==> config.mk <==
export PLATFORM = sky130hd
export DESIGN_NAME = exec_stage
export DESIGN_NICKNAME = d
export VERILOG_FILES = /design/src/rtl/exec_pkg.sv /design/src/rtl/exec_decode.sv /design/src/rtl/exec_opsel.sv /design/src/rtl/exec_branch.sv /design/src/rtl/exec_stage.sv
export SDC_FILE = /design/constraint.sdc
export NUM_CORES = 1
export LEC_CHECK = 0
export ABC_AREA = 1
export BUFFER_PORTS_ARGS = -buffer_cell sky130_fd_sc_hd__buf_4
export CORE_MARGIN = 10
export CORE_UTILIZATION = 54
export CTS_BUF_LIST = sky130_fd_sc_hd__clkbuf_4 sky130_fd_sc_hd__clkbuf_8
export CTS_CLUSTER_SIZE = 24
export DETAILED_ROUTE_END_ITERATION = 16
export PLACE_DENSITY_LB_ADDON = 0.25
export SYNTH_ARGS = -nofsm -noshare
export SYNTH_HDL_FRONTEND = slang
export SYNTH_SLANG_ARGS = --single-unit
==> constraint.sdc <==
create_clock -name clk -period 3 [get_ports clk]
set_input_delay 0.3 -clock clk [delete_from_list [all_inputs] [get_ports clk]]
set_output_delay 0.3 -clock clk [all_outputs]
set_load 0.02 [all_outputs]
==> src/rtl/exec_pkg.sv <==
package exec_pkg;

  localparam int unsigned IDX_W    = 4;
  localparam int unsigned LINK_IDX = 14;
  localparam int unsigned IWORD_W  = 32;

  typedef enum logic [2:0] {
    OP_NONE,
    OP_MOV,
    OP_LDR,
    OP_STR,
    OP_B,
    OP_BL
  } op_e;

endpackage

==> src/rtl/exec_decode.sv <==
module exec_decode
  import exec_pkg::*;
#(
  parameter int unsigned OFF_W = 24
) (
  input  logic [IWORD_W-1:0] instr,
  output op_e                op,
  output logic [IDX_W-1:0]   idx_rn,
  output logic [IDX_W-1:0]   idx_rd,
  output logic [IDX_W-1:0]   idx_rm,
  output logic [OFF_W-1:0]   offset
);

  always_comb begin
    op = OP_NONE;
    if (instr[27:25] == 3'b101) begin
      op = instr[24] ? OP_BL : OP_B;
    end else if (instr[27:26] == 2'b01) begin
      op = instr[20] ? OP_LDR : OP_STR;
    end else if (instr[27:25] == 3'b000 && instr[24:21] == 4'b1101) begin
      op = OP_MOV;
    end
  end

  assign idx_rn = instr[19:16];
  assign idx_rd = instr[15:12];
  assign idx_rm = instr[3:0];
  assign offset = instr[OFF_W-1:0];

endmodule

==> src/rtl/exec_opsel.sv <==
module exec_opsel
  import exec_pkg::*;
#(
  parameter int unsigned XLEN = 32
) (
  input  logic [IDX_W-1:0] src_idx,
  input  logic [XLEN-1:0]  rf_val,
  input  logic             own_vld,
  input  logic [IDX_W-1:0] own_idx,
  input  logic [XLEN-1:0]  own_val,
  input  logic             mem_vld,
  input  logic [IDX_W-1:0] mem_idx,
  input  logic [XLEN-1:0]  mem_val,
  output logic [XLEN-1:0]  val
);

  logic hit_own;
  logic hit_mem;

  assign hit_own = own_vld && (own_idx == src_idx);
  assign hit_mem = mem_vld && (mem_idx == src_idx);

  // The newer copy wins: own previous result, then memory stage, then file.
  always_comb begin
    if (hit_own)      val = own_val;
    else if (hit_mem) val = mem_val;
    else              val = rf_val;
  end

endmodule

==> src/rtl/exec_branch.sv <==
module exec_branch #(
  parameter int unsigned XLEN      = 32,
  parameter int unsigned OFF_W     = 24,
  parameter int unsigned SHIFT     = 2,
  parameter int unsigned LINK_BACK = 4
) (
  input  logic [XLEN-1:0]  pc,
  input  logic [OFF_W-1:0] offset,
  output logic [XLEN-1:0]  target,
  output logic [XLEN-1:0]  link
);

  localparam int unsigned EXT_W = XLEN - OFF_W - SHIFT;

  logic [XLEN-1:0] disp;

  assign disp   = {{EXT_W{offset[OFF_W-1]}}, offset, {SHIFT{1'b0}}};
  assign target = pc + disp;
  assign link   = pc - XLEN'(LINK_BACK);

endmodule

==> src/rtl/exec_stage.sv <==
module exec_stage
  import exec_pkg::*;
#(
  parameter int unsigned XLEN      = 32,
  parameter int unsigned OFF_W     = 24,
  parameter int unsigned SHIFT     = 2,
  parameter int unsigned LINK_BACK = 4
) (
  input  logic                clk,
  input  logic                rst_n,
  input  logic                en,
  input  logic [IWORD_W-1:0]  instr,
  input  logic [XLEN-1:0]     pc_in,
  input  logic [XLEN-1:0]     rn_val,
  input  logic [XLEN-1:0]     rdm_val,
  input  logic                fwd_valid,
  input  logic [IDX_W-1:0]    fwd_idx,
  input  logic [XLEN-1:0]     fwd_data,
  output logic                ready,
  output logic [XLEN-1:0]     result,
  output logic                wb_en,
  output logic [IDX_W-1:0]    wb_idx,
  output logic                redirect,
  output logic                flush,
  output logic [XLEN-1:0]     target,
  output logic                st_en,
  output logic [XLEN-1:0]     st_data,
  output logic                ld_req,
  output logic [XLEN-1:0]     mem_addr
);

  localparam int unsigned NSRC = 3;
  localparam int unsigned S_RN = 0;
  localparam int unsigned S_RD = 1;
  localparam int unsigned S_RM = 2;

  op_e             op;
  logic [IDX_W-1:0] idx_rn, idx_rd, idx_rm;
  logic [OFF_W-1:0] offset;
  logic [XLEN-1:0]  br_target, br_link;

  logic [IDX_W-1:0] src_idx [NSRC];
  logic [XLEN-1:0]  src_rf  [NSRC];
  logic [XLEN-1:0]  src_val [NSRC];

  // Registered state
  logic             ready_q, wb_q, redir_q, st_q, ld_q;
  logic [IDX_W-1:0] wbidx_q;
  logic [XLEN-1:0]  res_q, tgt_q, sdata_q, addr_q;

  // Next state
  logic             ready_d, wb_d, redir_d, st_d, ld_d;
  logic [IDX_W-1:0] wbidx_d;
  logic [XLEN-1:0]  res_d, tgt_d, sdata_d, addr_d;

  logic             own_vld;

  exec_decode #(.OFF_W(OFF_W)) u_dec (
    .instr  (instr),
    .op     (op),
    .idx_rn (idx_rn),
    .idx_rd (idx_rd),
    .idx_rm (idx_rm),
    .offset (offset)
  );

  exec_branch #(
    .XLEN(XLEN), .OFF_W(OFF_W), .SHIFT(SHIFT), .LINK_BACK(LINK_BACK)
  ) u_br (
    .pc     (pc_in),
    .offset (offset),
    .target (br_target),
    .link   (br_link)
  );

  // Own result is a valid bypass only if it was a plain writeback.
  assign own_vld = wb_q && !redir_q;

  assign src_idx[S_RN] = idx_rn;
  assign src_idx[S_RD] = idx_rd;
  assign src_idx[S_RM] = idx_rm;
  assign src_rf[S_RN]  = rn_val;
  assign src_rf[S_RD]  = rdm_val;
  assign src_rf[S_RM]  = rdm_val;

  for (genvar s = 0; s < NSRC; s++) begin : g_src
    exec_opsel #(.XLEN(XLEN)) u_sel (
      .src_idx (src_idx[s]),
      .rf_val  (src_rf[s]),
      .own_vld (own_vld),
      .own_idx (wbidx_q),
      .own_val (res_q),
      .mem_vld (fwd_valid),
      .mem_idx (fwd_idx),
      .mem_val (fwd_data),
      .val     (src_val[s])
    );
  end

  always_comb begin
    ready_d = en;
    wb_d    = 1'b0;
    redir_d = 1'b0;
    st_d    = 1'b0;
    ld_d    = 1'b0;
    wbidx_d = wbidx_q;
    res_d   = res_q;
    tgt_d   = tgt_q;
    sdata_d = sdata_q;
    addr_d  = addr_q;
    if (en) begin
      unique case (op)
        OP_MOV: begin
          wb_d    = 1'b1;
          wbidx_d = idx_rd;
          res_d   = src_val[S_RM];
        end
        OP_B: begin
          redir_d = 1'b1;
          tgt_d   = br_target;
        end
        OP_BL: begin
          redir_d = 1'b1;
          tgt_d   = br_target;
          wb_d    = 1'b1;
          wbidx_d = IDX_W'(LINK_IDX);
          res_d   = br_link;
        end
        OP_STR: begin
          st_d    = 1'b1;
          sdata_d = src_val[S_RD];
          addr_d  = src_val[S_RN];
        end
        OP_LDR: begin
          ld_d    = 1'b1;
          addr_d  = src_val[S_RN];
        end
        default: ;
      endcase
    end
  end

  // Control registers: reset to idle.
  always_ff @(posedge clk or negedge rst_n) begin
    if (!rst_n) begin
      ready_q <= 1'b0;
      wb_q    <= 1'b0;
      redir_q <= 1'b0;
      st_q    <= 1'b0;
      ld_q    <= 1'b0;
    end else begin
      ready_q <= ready_d;
      wb_q    <= wb_d;
      redir_q <= redir_d;
      st_q    <= st_d;
      ld_q    <= ld_d;
    end
  end

  // Datapath registers: no reset, loaded only when an instruction is taken.
  always_ff @(posedge clk) begin
    if (en) begin
      wbidx_q <= wbidx_d;
      res_q   <= res_d;
      tgt_q   <= tgt_d;
      sdata_q <= sdata_d;
      addr_q  <= addr_d;
    end
  end

  assign ready    = ready_q;
  assign result   = res_q;
  assign wb_en    = wb_q;
  assign wb_idx   = wbidx_q;
  assign redirect = redir_q;
  assign flush    = redir_q;
  assign target   = tgt_q;
  assign st_en    = st_q;
  assign st_data  = sdata_q;
  assign ld_req   = ld_q;
  assign mem_addr = addr_q;

endmodule

==> impl_metrics.prom, run 1 <==
# TYPE chip_impl_metric gauge
chip_impl_info{name="status",value="finished, final reports clean"} 1
chip_impl_info{name="grt_setup_unrepaired",value="no"} 1
chip_impl_metric{name="postSynth.asyncResetShare",unit=""} 0.0365
chip_impl_metric{name="pre_cts_slack",unit="ns"} 0.746
chip_impl_metric{name="die-area",unit="um2"} 24400
chip_impl_info{name="crit_top_cell",value="nand2_1"} 1
chip_impl_metric{name="synth_sequential_area_ratio",unit=""} 0.408
chip_impl_metric{name="grt_start_max_net_pins",unit=""} 54
chip_impl_metric{name="place_congestion",unit=""} 0.959
chip_impl_metric{name="fp.dieW",unit="um"} 156
chip_impl_metric{name="dr.first_iter.drc_count",unit=""} 1125
chip_impl_metric{name="maxSlewHeadroom",unit=""} 0.552
chip_impl_metric{name="timing_hold_violations_final",unit=""} 0
chip_impl_metric{name="drcViolationCount",unit=""} 0
chip_impl_metric{name="postSynthCellCount",unit=""} 1429
chip_impl_metric{name="clkSlewWorstSetupHoldPaths",unit="ns"} 0.09
chip_impl_metric{name="critical_path_arrival",unit="ns"} 2.56
chip_impl_metric{name="area_delta_synth_final",unit="%"} 29.4
chip_impl_info{name="most_instantiated_cells_after_synthesis",value="nand2_1, inv_1, edfxtp_1, nand3_1, nor2_1"} 1
chip_impl_metric{name="post_drt_wl_per_cell",unit="um"} 19.7
chip_impl_metric{name="leakage",unit="nW"} 6.72
chip_impl_metric{name="dp.final_hpwl",unit="mm"} 29.3
chip_impl_metric{name="total_cts_buffers",unit=""} 17
chip_impl_info{name="crit_type",value="reg2reg"} 1
chip_impl_metric{name="postSynthNetCount",unit=""} 1628
chip_impl_metric{name="vias",unit=""} 11000
chip_impl_metric{name="postRouteWirelength",unit="mm"} 38.7
chip_impl_info{name="timing.hold.worst.class",value="in2reg"} 1
chip_impl_info{name="yosys_most_used_dff",value="edfxtp_1"} 1
chip_impl_metric{name="globalRouteOverflowTotal",unit=""} 0
chip_impl_metric{name="avgSynthCellArea",unit="um2"} 7.01
chip_impl_metric{name="fin_crit",unit="ns"} 2.25
chip_impl_metric{name="port_buffers",unit=""} 301
chip_impl_metric{name="power_density",unit="nW/um2"} 401
chip_impl_metric{name="drv_slew",unit=""} 0
chip_impl_metric{name="ant_nets",unit=""} 0
chip_impl_metric{name="worst_slew_pin_slew",unit="ns"} 0.671
chip_impl_metric{name="initial_core_utilization",unit=""} 0.554
chip_impl_metric{name="via_count_of_the_first_global_routing_pass",unit=""} 10741
chip_impl_info{name="ys_top_cells_by_area",value="edfxtp_1, nand2_1, inv_1"} 1
chip_impl_metric{name="period_share",unit=""} 0.749
chip_impl_metric{name="fin_tns_setup",unit="ns"} 0
chip_impl_metric{name="synth_edf_count",unit=""} 132
chip_impl_metric{name="netlist_area_pre_place",unit="um2"} 10000
chip_impl_metric{name="synthDistinctLibCells",unit=""} 33
chip_impl_metric{name="layout-drive-gt1-share",unit=""} 0.214
chip_impl_metric{name="nNetsFinal",unit=""} 1916
chip_impl_metric{name="postCtsResizedCells",unit=""} 0
chip_impl_metric{name="global_route_wire_length_before_repair",unit="mm"} 58.4
chip_impl_metric{name="floorplan.die.height",unit="um"} 156
chip_impl_metric{name="ctsLongestPathBuffers",unit=""} 2
chip_impl_metric{name="worst_slack",unit="ns"} 0.754
chip_impl_metric{name="clock_tree.htree_level_count",unit=""} 4
chip_impl_metric{name="vias_per_cell",unit=""} 5.61
chip_impl_metric{name="peak_supply_drop",unit="uV"} 279
chip_impl_metric{name="grtUsageTotal",unit=""} 0.305
chip_impl_metric{name="cts_num_sinks",unit=""} 137
chip_impl_metric{name="drt_first_pass_iters",unit=""} 7
chip_impl_metric{name="max_cap_viol_count",unit=""} 0
chip_impl_metric{name="synth_top_area_share",unit=""} 0.396
chip_impl_metric{name="io-pin-count",unit=""} 306
chip_impl_metric{name="worst-path-max-fanout",unit=""} 33
chip_impl_metric{name="ys_ff_latch",unit=""} 137
chip_impl_metric{name="grt_antenna_before_repair",unit=""} 3
chip_impl_info{name="cts_tree",value="done"} 1
chip_impl_info{name="kind_of_end_point_of_the_critical_path",value="register"} 1
chip_impl_info{name="cpMaxStageDelayCell",value="inv_2"} 1
chip_impl_info{name="worstPathCellList",value="xor2_1 > nor3_1 > nand3b_1 > buf_4 > inv_2 > nand2_1 > nand2_1"} 1
chip_impl_info{name="ctsRootBufferMaster",value="clkbuf_8"} 1
chip_impl_metric{name="rows",unit=""} 49
chip_impl_metric{name="core",unit="um2"} 18100
chip_impl_metric{name="max_freq",unit="MHz"} 445
chip_impl_metric{name="worstSkewPairLatency",unit="ns"} 0.46
chip_impl_metric{name="fin_skew",unit="ns"} 0.0148
chip_impl_info{name="start_kind",value="register"} 1
chip_impl_metric{name="synth-warning-count",unit=""} 0
chip_impl_metric{name="setup_viol",unit=""} 0
chip_impl_metric{name="critical-path-max-stage-delay",unit="ns"} 0.55
chip_impl_metric{name="critPathRequiredTime",unit="ns"} 3.31
chip_impl_info{name="yosys.cell_count.top_type",value="nand2_1"} 1
chip_impl_info{name="synth_area_leader_cell",value="edfxtp_1"} 1
==> final timing paths <==
path	start	to	slack (ns)	cells past startpoint
max in group asynchronous	rst_n	st_en$_DFF_PN0_	2.72	2
worst max-delay path	wb_idx[2]$_SDFFCE_PP1P_	mem_addr[7]$_DFFE_PP_	0.75	7
worst max register to register	wb_idx[2]$_SDFFCE_PP1P_	mem_addr[7]$_DFFE_PP_	0.75	7
worst min-delay path	pc_in[0]	target[0]$_DFFE_PP_	0.02	1
worst min register to register	result[3]$_DFFE_PP_	st_data[3]$_DFFE_PP_	0.60	2
min in group asynchronous	rst_n	ready$_DFF_PN0_	0.18	2
==> per-layer routing <==
metal	global-route usage	routed length [um]
met5	0	0
met3	0.0732	4670
met1	0.356	13900
met4	0.142	1600
met2	0.522	18600
==> critical path: cells and delay by family (launching register included) <==
family / cells / cell delay [ns]
xor gates and xnor gates: 1 / 0.20
buffers and inverters: 2 / 0.83
DFF: 1 / 0.51
and+or+nand+nor: 4 / 0.54
==> cell type report <==
type                            count  area [um2]
Fill cell                        1485        5110
Multi-Input combinational cell   1007        4860
Sequential cell                   137        4090
Timing Repair Buffer              321        2410
Inverter                          233         875
Tap cell                          229         287
Clock buffer                       18         241
Clock inverter                     14         195
Antenna cell                        3        7.51
==> cells in the final DEF, fill, tap and decap left out, types with 5 or more instances in the layout <==
| master | synthesis | final |
|---|---|---|
| ha_1 | 30 | 30 |
| edfxtp_1 | 132 | 132 |
| clkbuf_8 | 0 | 17 |
| nand2_1 | 524 | 523 |
| o21ai_1 | 30 | 30 |
| o21ai_0 | 12 | 12 |
| o21bai_1 | 6 | 6 |
| nor2_2 | 5 | 6 |
| a21oi_1 | 32 | 32 |
| dfrtp_1 | 5 | 5 |
| inv_1 | 229 | 229 |
| xnor2_1 | 14 | 14 |
| xor2_1 | 20 | 20 |
| nor3_1 | 13 | 12 |
| nand3_1 | 117 | 117 |
| nand4_1 | 83 | 83 |
| o22ai_1 | 8 | 8 |
| buf_4 | 1 | 319 |
| nor2_1 | 98 | 95 |
==> sequential cells by signal, indices dropped and copies added (netlist names) <==
| signal | count |
|---|---|
| st_data | 32 |
| flush | 1 |
| mem_addr | 32 |
| ready | 1 |
| st_en | 1 |
| wb_idx | 4 |
| wb_en | 1 |
| result | 32 |
| target | 32 |
| ld_req | 1 |
==> power by group <==
group,internal [mW],switching (mW)
Sequential,2.19,0.0256
Clock,0.920,0.814
Combinational,0.475,0.785
==> metrics by stage <==
stage	hold slack, ns	cell area [um2]	cells	utilization	total power [mW]
final	0.0216	13000	1962	0.717	5.21
after global routing	0.0148	13000	1961	0.717	5.40
after CTS	0.0122	13000	1959	0.717	5.19
after detailed placement	0.104	12500	1925	0.692	3.48
after global placement	0.100	12500	1925	0.692	3.46
after floorplan	0.00441	10000	1429	-	2.96
==> kinds of logic (layout without fill, tap and decap cells) <==
group	after synthesis	count (layout)	share of synthesized area
simple gates	850	850	0.361
buf+inv	285	586	0.112
fa+ha+maj	31	31	0.0395
xor+xnor	34	34	0.0297
other cells	0	3	0
flops	137	137	0.408
compound gates	92	92	0.0497
==> repair_timing <==
| item | 4_1_cts | 5_1_grt |
|---|---|---|
| hold buffers | 2 | 0 |
| endpoints found under the hold margin | 6 | 0 |
| buffers inserted | 0 | 0 |
Note: power is estimated with default switching activity, not from simulation.
==> run 2, diff against run 1 <==
Clock period 3 ns to 2.3 ns, I/O delays scaled along.
==> run 2 against run 1 <==
Effect of this change:
- non-clock buffer count grew 12
- first-iteration DRC count grew 4.8%
- clock skew shrank 0.00080 ns
- global-route usage shrank 0.26 points
- clock power grew 8%
- clock-buffer cell count shrank 1
- design area grew 0.13%
- sequential cell count is the same
- combinational power grew 30%
- hold slack gained 0.057 ns
- highest routed layer is now met5
==> impl_metrics.prom, run 2 (synthesis gave the netlist of run 1 again) <==
# TYPE chip_impl_metric gauge
chip_impl_metric{name="fp.dieW",unit="um"} 156
chip_impl_metric{name="initial_core_utilization",unit=""} 0.554
chip_impl_metric{name="drcViolationCount",unit=""} 0
chip_impl_metric{name="period_share",unit=""} 0.835
chip_impl_metric{name="grt_antenna_before_repair",unit=""} 1
chip_impl_metric{name="port_buffers",unit=""} 301
chip_impl_metric{name="post-cts-setup-buffers",unit=""} 0
chip_impl_metric{name="postRouteWirelength",unit="mm"} 38.2
chip_impl_metric{name="vias_per_cell",unit=""} 5.56
chip_impl_metric{name="clkSlewWorstSetupHoldPaths",unit="ns"} 0.08
chip_impl_metric{name="area_after_detailed_placement",unit="um2"} 12600
chip_impl_info{name="r2r_end",value="result[7]$_DFFE_PP_"} 1
chip_impl_metric{name="critPathRequiredTime",unit="ns"} 2.38
chip_impl_metric{name="worstSkewPairLatency",unit="ns"} 0.46
chip_impl_info{name="worst_r2r_startpoint",value="wb_idx[3]$_SDFFCE_PP1P_"} 1
chip_impl_metric{name="reg2reg_depth",unit=""} 3
chip_impl_info{name="crit_type",value="reg2reg"} 1
chip_impl_info{name="start_kind",value="register"} 1
chip_impl_metric{name="vias",unit=""} 10945
chip_impl_metric{name="global_route_wire_length_before_repair",unit="mm"} 57.8
chip_impl_metric{name="die-area",unit="um2"} 24400
chip_impl_info{name="timing.hold.worst.class",value="in2reg"} 1
chip_impl_metric{name="clock_tree.htree_level_count",unit=""} 4
chip_impl_metric{name="via_count_of_the_first_global_routing_pass",unit=""} 10631
chip_impl_metric{name="dr.first_iter.drc_count",unit=""} 1179
chip_impl_metric{name="floorplan.die.height",unit="um"} 156
chip_impl_metric{name="cts_num_sinks",unit=""} 137
chip_impl_metric{name="timing_hold_violations_final",unit=""} 0
chip_impl_info{name="layout_common_cells",value="nand2_1, buf_4, inv_1"} 1
chip_impl_metric{name="final_area",unit="um2"} 13000
chip_impl_metric{name="total_cts_buffers",unit=""} 17
chip_impl_metric{name="fin_crit",unit="ns"} 1.92
chip_impl_info{name="status",value="finished, final reports clean"} 1
chip_impl_metric{name="leakage",unit="nW"} 6.75
chip_impl_metric{name="n_antenna_cell",unit=""} 0
chip_impl_metric{name="rows",unit=""} 49
chip_impl_metric{name="min_path_cells",unit=""} 2
chip_impl_info{name="hold-path-endpoint",value="target[2]$_DFFE_PP_"} 1
chip_impl_metric{name="rrSetupSlack",unit="ns"} 0.38
chip_impl_metric{name="io-pin-count",unit=""} 306
chip_impl_metric{name="maxSlewHeadroom",unit=""} 0.357
chip_impl_metric{name="multi_input_area",unit="um2"} 4860
chip_impl_metric{name="layout-drive-gt1-share",unit=""} 0.218
chip_impl_metric{name="post_drt_wl_per_cell",unit="um"} 19.4
chip_impl_info{name="grt_setup_unrepaired",value="no"} 1
chip_impl_metric{name="peak_supply_drop",unit="uV"} 365
chip_impl_metric{name="max_freq",unit="MHz"} 521
chip_impl_metric{name="ctsLongestPathBuffers",unit=""} 2
chip_impl_metric{name="power_density",unit="nW/um2"} 491
chip_impl_metric{name="max_cap_viol_count",unit=""} 0
chip_impl_metric{name="ant_nets",unit=""} 0
chip_impl_info{name="commonest_non_fill_non_tap_cell_in_the_layout",value="nand2_1"} 1
chip_impl_metric{name="core",unit="um2"} 18100
chip_impl_metric{name="finalHoldWorstSlack",unit="ns"} 0.0789
chip_impl_metric{name="grt_start_max_net_pins",unit=""} 49
chip_impl_metric{name="n_fill_cell",unit=""} 1501
chip_impl_metric{name="globalRouteOverflowTotal",unit=""} 0
chip_impl_metric{name="worst_slew_pin_slew",unit="ns"} 0.962
chip_impl_metric{name="drv_slew",unit=""} 0
chip_impl_info{name="startpoint",value="wb_idx[3]$_SDFFCE_PP1P_"} 1
chip_impl_metric{name="drt_first_pass_iters",unit=""} 8
chip_impl_metric{name="fin_skew",unit="ns"} 0.0140
chip_impl_metric{name="dp.final_hpwl",unit="mm"} 29.7
chip_impl_metric{name="area_delta_synth_final",unit="%"} 29.6
chip_impl_info{name="kind_of_end_point_of_the_critical_path",value="register"} 1
chip_impl_info{name="cts_tree",value="done"} 1
chip_impl_metric{name="critical_path_arrival",unit="ns"} 2.00
chip_impl_info{name="ctsRootBufferMaster",value="clkbuf_8"} 1
chip_impl_metric{name="final-seq-area",unit="um2"} 4090
chip_impl_metric{name="grtUsageTotal",unit=""} 0.303
chip_impl_metric{name="worst-path-max-fanout",unit=""} 32
chip_impl_metric{name="place_congestion",unit=""} 0.952
chip_impl_metric{name="setup_viol",unit=""} 0
chip_impl_metric{name="nNetsFinal",unit=""} 1928
chip_impl_info{name="worst_hold_launch",value="pc_in[2]"} 1
==> run 2: changes by cell type in the layout (fill, tap and decap cells not counted), moves of 2 or more <==
cell	previous run	this run
buf_4	319	327
buf_12	0	2
diode_2	3	0
clkinv_2	1	5
bufinv_16	4	1
inv_6	3	1
dlygate4sd3_1	2	4
==> run 2: worst max path at each step <==
stage	to	slack, ns	depth (start not counted)
6_report	result[7]$_DFFE_PP_	0.38	3
5_1_grt	result[7]$_DFFE_PP_	0.31	3
4_1_cts	result[4]$_DFFE_PP_	0.39	4
3_5_place_dp	target[30]$_DFFE_PP_	0.14	12
3_3_place_gp	result[20]$_DFFE_PP_	0.18	7
2_1_floorplan	target[0]$_DFFE_PP_	-0.33	2
==> run 2: power breakdown <==
group	internal [mW]	switching (mW)	total, mW	leakage, nW
logic	0.628	1.01	1.64	5.32
registers	2.85	0.0340	2.89	1.26
clock network	0.832	1.02	1.86	0.171
total	4.31	2.07	6.38	6.75
==> run 2: timing repair <==
action / 4_1_cts / 5_1_grt
gates resized for setup: 0 / 0
hold endpoints to repair: 8 / 0
hold buffers: 4 / 0
==> run 2: critical path, cell delays in order, from the launching register on <==
cell and delay, ns:
edfxtp_1 0.50, xor2_1 0.19, nor4_1 0.09, nor2_4 0.74
==> run 2: layout make-up <==
type | instances | area share
Clock buffer | 17 | 0.0180
Clock inverter | 13 | 0.00828
Inverter | 233 | 0.0673
Multi-Input combinational cell | 1007 | 0.374
Sequential cell | 137 | 0.315
Tap cell | 229 | 0.0221
Timing Repair Buffer | 333 | 0.195
==> run 2: layer usage <==
layer  vias to the layer above  global-route usage  wire (um)
met2                       742               0.513      18300
met1                      4878               0.366      14300
met3                       108              0.0732       4180
li1                       5215                   -          -
met5                         -                   0          7
met4                         2               0.115       1390
==> run 2: per-stage QoR <==
stage               setup WS [ns]  cells  power [mW]  setup TNS [ns]  utilization
floorplan                  -0.326   1429        3.86          -10.63            -
global placement            0.179   1935        4.53               0        0.697
detailed placement          0.137   1935        4.55               0        0.697
CTS                         0.386   1969        6.38               0        0.718
global route                0.305   1969        6.67               0        0.718
finish                      0.379   1969        6.38               0        0.718
==> run 3, diff against run 2 <==
Settings changed: CORE_UTILIZATION 54 to 49.
Clock period 2.3 ns to 1.7 ns, I/O delays scaled along.
==> run 3 against run 2 <==
Effect of this change:
- the run now ends with negative setup slack left
- utilization up 0.77 points
- sequential power grew 35%
- sequential cell count unchanged
- largest cell class unchanged
- largest power group unchanged
==> impl_metrics.prom, run 3 (synthesis gave the netlist of run 1 again) <==
# TYPE chip_impl_metric gauge
chip_impl_info{name="status",value="finished with violations"} 1
chip_impl_info{name="failed_checks",value="negative setup slack"} 1
chip_impl_metric{name="max_cap_viol_count",unit=""} 0
chip_impl_metric{name="ant_nets",unit=""} 0
chip_impl_metric{name="place_congestion",unit=""} 0.929
chip_impl_info{name="r2r_end",value="result[21]$_DFFE_PP_"} 1
chip_impl_metric{name="grt_start_max_net_pins",unit=""} 49
chip_impl_metric{name="grtUsageTotal",unit=""} 0.291
chip_impl_metric{name="postRouteWirelength",unit="mm"} 40.6
chip_impl_metric{name="fin_crit",unit="ns"} 1.71
chip_impl_metric{name="peak_supply_drop",unit="uV"} 535
chip_impl_metric{name="post_drt_wl_per_cell",unit="um"} 18.8
chip_impl_metric{name="initial_core_utilization",unit=""} 0.497
chip_impl_metric{name="timing_hold_violations_final",unit=""} 0
chip_impl_metric{name="critical_path_arrival",unit="ns"} 1.92
chip_impl_metric{name="via_count_of_the_first_global_routing_pass",unit=""} 11234
chip_impl_metric{name="cts_num_sinks",unit=""} 137
chip_impl_metric{name="pre_cts_slack",unit="ns"} -0.328
chip_impl_metric{name="worst_slack",unit="ns"} -0.00841
chip_impl_metric{name="rrSetupSlack",unit="ns"} -0.008
chip_impl_metric{name="internal_power",unit="mW"} 6.61
chip_impl_metric{name="dr.first_iter.drc_count",unit=""} 1053
chip_impl_metric{name="globalRouteOverflowTotal",unit=""} 0
chip_impl_metric{name="pwr-share-comb",unit=""} 0.270
chip_impl_metric{name="n_fill_cell",unit=""} 1662
chip_impl_metric{name="nNetsFinal",unit=""} 2076
chip_impl_metric{name="maxSlewHeadroom",unit=""} 0.621
chip_impl_metric{name="setup_viol",unit=""} 6
chip_impl_metric{name="grt_antenna_before_repair",unit=""} 1
chip_impl_metric{name="io-pin-count",unit=""} 306
chip_impl_info{name="startpoint",value="wb_idx[2]$_SDFFCE_PP1P_"} 1
chip_impl_metric{name="rows",unit=""} 52
chip_impl_metric{name="drcViolationCount",unit=""} 0
chip_impl_metric{name="power.switching",unit="mW"} 2.91
chip_impl_metric{name="core",unit="um2"} 20200
chip_impl_info{name="kind_of_end_point_of_the_critical_path",value="register"} 1
chip_impl_info{name="ctsRootBufferMaster",value="clkbuf_8"} 1
chip_impl_metric{name="die-area",unit="um2"} 26600
chip_impl_info{name="crit_type",value="reg2reg"} 1
chip_impl_info{name="grt_setup_unrepaired",value="yes"} 1
chip_impl_info{name="cts_tree",value="done"} 1
chip_impl_info{name="start_kind",value="register"} 1
chip_impl_metric{name="vias",unit=""} 11475
chip_impl_metric{name="dp.final_hpwl",unit="mm"} 30.6
chip_impl_info{name="commonest_non_fill_non_tap_cell_in_the_layout",value="nand2_1"} 1
chip_impl_metric{name="clkSlewWorstSetupHoldPaths",unit="ns"} 0.08
chip_impl_metric{name="layout-drive-gt1-share",unit=""} 0.286
chip_impl_metric{name="power_density",unit="nW/um2"} 650
chip_impl_metric{name="multi_input_area",unit="um2"} 4950
chip_impl_metric{name="drv_slew",unit=""} 0
chip_impl_metric{name="global_route_wire_length_before_repair",unit="mm"} 60.7
chip_impl_metric{name="p_clk_frac",unit=""} 0.320
chip_impl_metric{name="switching_share",unit=""} 0.306
chip_impl_metric{name="reg2reg_depth",unit=""} 7
chip_impl_metric{name="total_cts_buffers",unit=""} 17
chip_impl_info{name="worst_r2r_startpoint",value="wb_idx[2]$_SDFFCE_PP1P_"} 1
chip_impl_info{name="timing.hold.worst.class",value="in2async"} 1
chip_impl_metric{name="drt_first_pass_iters",unit=""} 8
chip_impl_metric{name="final-seq-area",unit="um2"} 4090
chip_impl_metric{name="port_buffers",unit=""} 301
chip_impl_metric{name="clock_tree.htree_level_count",unit=""} 4
chip_impl_metric{name="area_delta_synth_final",unit="%"} 46.1
chip_impl_metric{name="worstSkewPairLatency",unit="ns"} 0.46
chip_impl_metric{name="floorplan.die.height",unit="um"} 163
chip_impl_metric{name="leakage",unit="nW"} 7.63
chip_impl_metric{name="worst_slew_pin_slew",unit="ns"} 0.569
chip_impl_metric{name="max_freq",unit="MHz"} 585
chip_impl_metric{name="vias_per_cell",unit=""} 5.31
chip_impl_info{name="worst_setup_ep",value="result[21]$_DFFE_PP_"} 1
chip_impl_metric{name="post-route-util",unit=""} 0.726
chip_impl_metric{name="critPathRequiredTime",unit="ns"} 1.91
chip_impl_metric{name="final_area",unit="um2"} 14600
chip_impl_metric{name="area_after_detailed_placement",unit="um2"} 13700
chip_impl_metric{name="power.sequential.fraction",unit=""} 0.410
chip_impl_metric{name="ctsLongestPathBuffers",unit=""} 2
chip_impl_metric{name="worst-path-max-fanout",unit=""} 12
chip_impl_metric{name="fin_skew",unit="ns"} 0.0200
chip_impl_metric{name="fp.dieW",unit="um"} 163
chip_impl_metric{name="period_share",unit=""} 1.00
chip_impl_info{name="layout_common_cells",value="nand2_1, buf_4, inv_1"} 1
==> run 3: worst min path at each step <==
| stage | cells past startpoint | slack [ns] | endpoint | from |
|---|---|---|---|---|
| final | 2 | 0.06 | ready$_DFF_PN0_ | rst_n |
| after global placement | 1 | -0.03 | ld_req$_DFF_PN0_ | rst_n |
| after global routing | 2 | 0.05 | ready$_DFF_PN0_ | rst_n |
| after detailed placement | 1 | -0.03 | ready$_DFF_PN0_ | rst_n |
| after CTS | 2 | 0.03 | ready$_DFF_PN0_ | rst_n |
| after floorplan | 0 | -0.13 | flush$_DFF_PN0_ | rst_n |
==> run 3: what timing repair did <==
item	CTS	global route
gates cloned	4	3
hold buffers	7	0
pin swaps	5	5
endpoints found under the hold margin	11	0
setup endpoints to repair	54	68
resized for setup	13	31
setup buffers	7	6
==> run 3: final cells by class <==
cell class	count	share of cell area
Multi-Input combinational cell	1008	0.338
Sequential cell	137	0.279
Timing Repair Buffer	480	0.268
Inverter	233	0.0611
Tap cell	270	0.0231
Clock buffer	18	0.0165
Clock inverter	14	0.0134
Antenna cell	1	0.000171
==> run 3: layer usage <==
| metal | track usage | share of wire | up-vias |
|---|---|---|---|
| li1 | - | - | 5514 |
| met1 | 0.340 | 0.38 | 5173 |
| met2 | 0.495 | 0.48 | 647 |
| met3 | 0.0672 | 0.091 | 141 |
| met4 | 0.138 | 0.050 | 0 |
| met5 | 0 | 0 | - |
==> run 3: power by group through the flow <==
stage	clock, mW	sequential [mW]	combinational [mW]
after CTS	3.07	3.90	2.52
after global routing	3.21	3.91	2.81
after detailed placement	0	3.98	2.49
after global placement	0	3.98	2.44
final	3.05	3.90	2.57
after floorplan	0	4.09	1.14
==> run 3: through the flow <==
stage / instances / total power, mW / hold WS (ns) / TNS, ns
final: 2161 / 9.52 / 0.0631 / -0.0265
after global routing: 2161 / 9.93 / 0.0510 / -2.85
after CTS: 2151 / 9.50 / 0.0345 / -0.149
after detailed placement: 2101 / 6.46 / -0.0256 / -17.37
after global placement: 2101 / 6.42 / -0.0260 / -13.39
after floorplan: 1429 / 5.23 / -0.126 / -3.82
==> run 3: critical path, cell delays in order (launching register included) <==
cell	delay [ns]
edfxtp_1	0.41
buf_4	0.16
xnor2_2	0.18
nand3_2	0.15
nor4_4	0.18
buf_4	0.19
nor2_4	0.05
buf_12	0.16
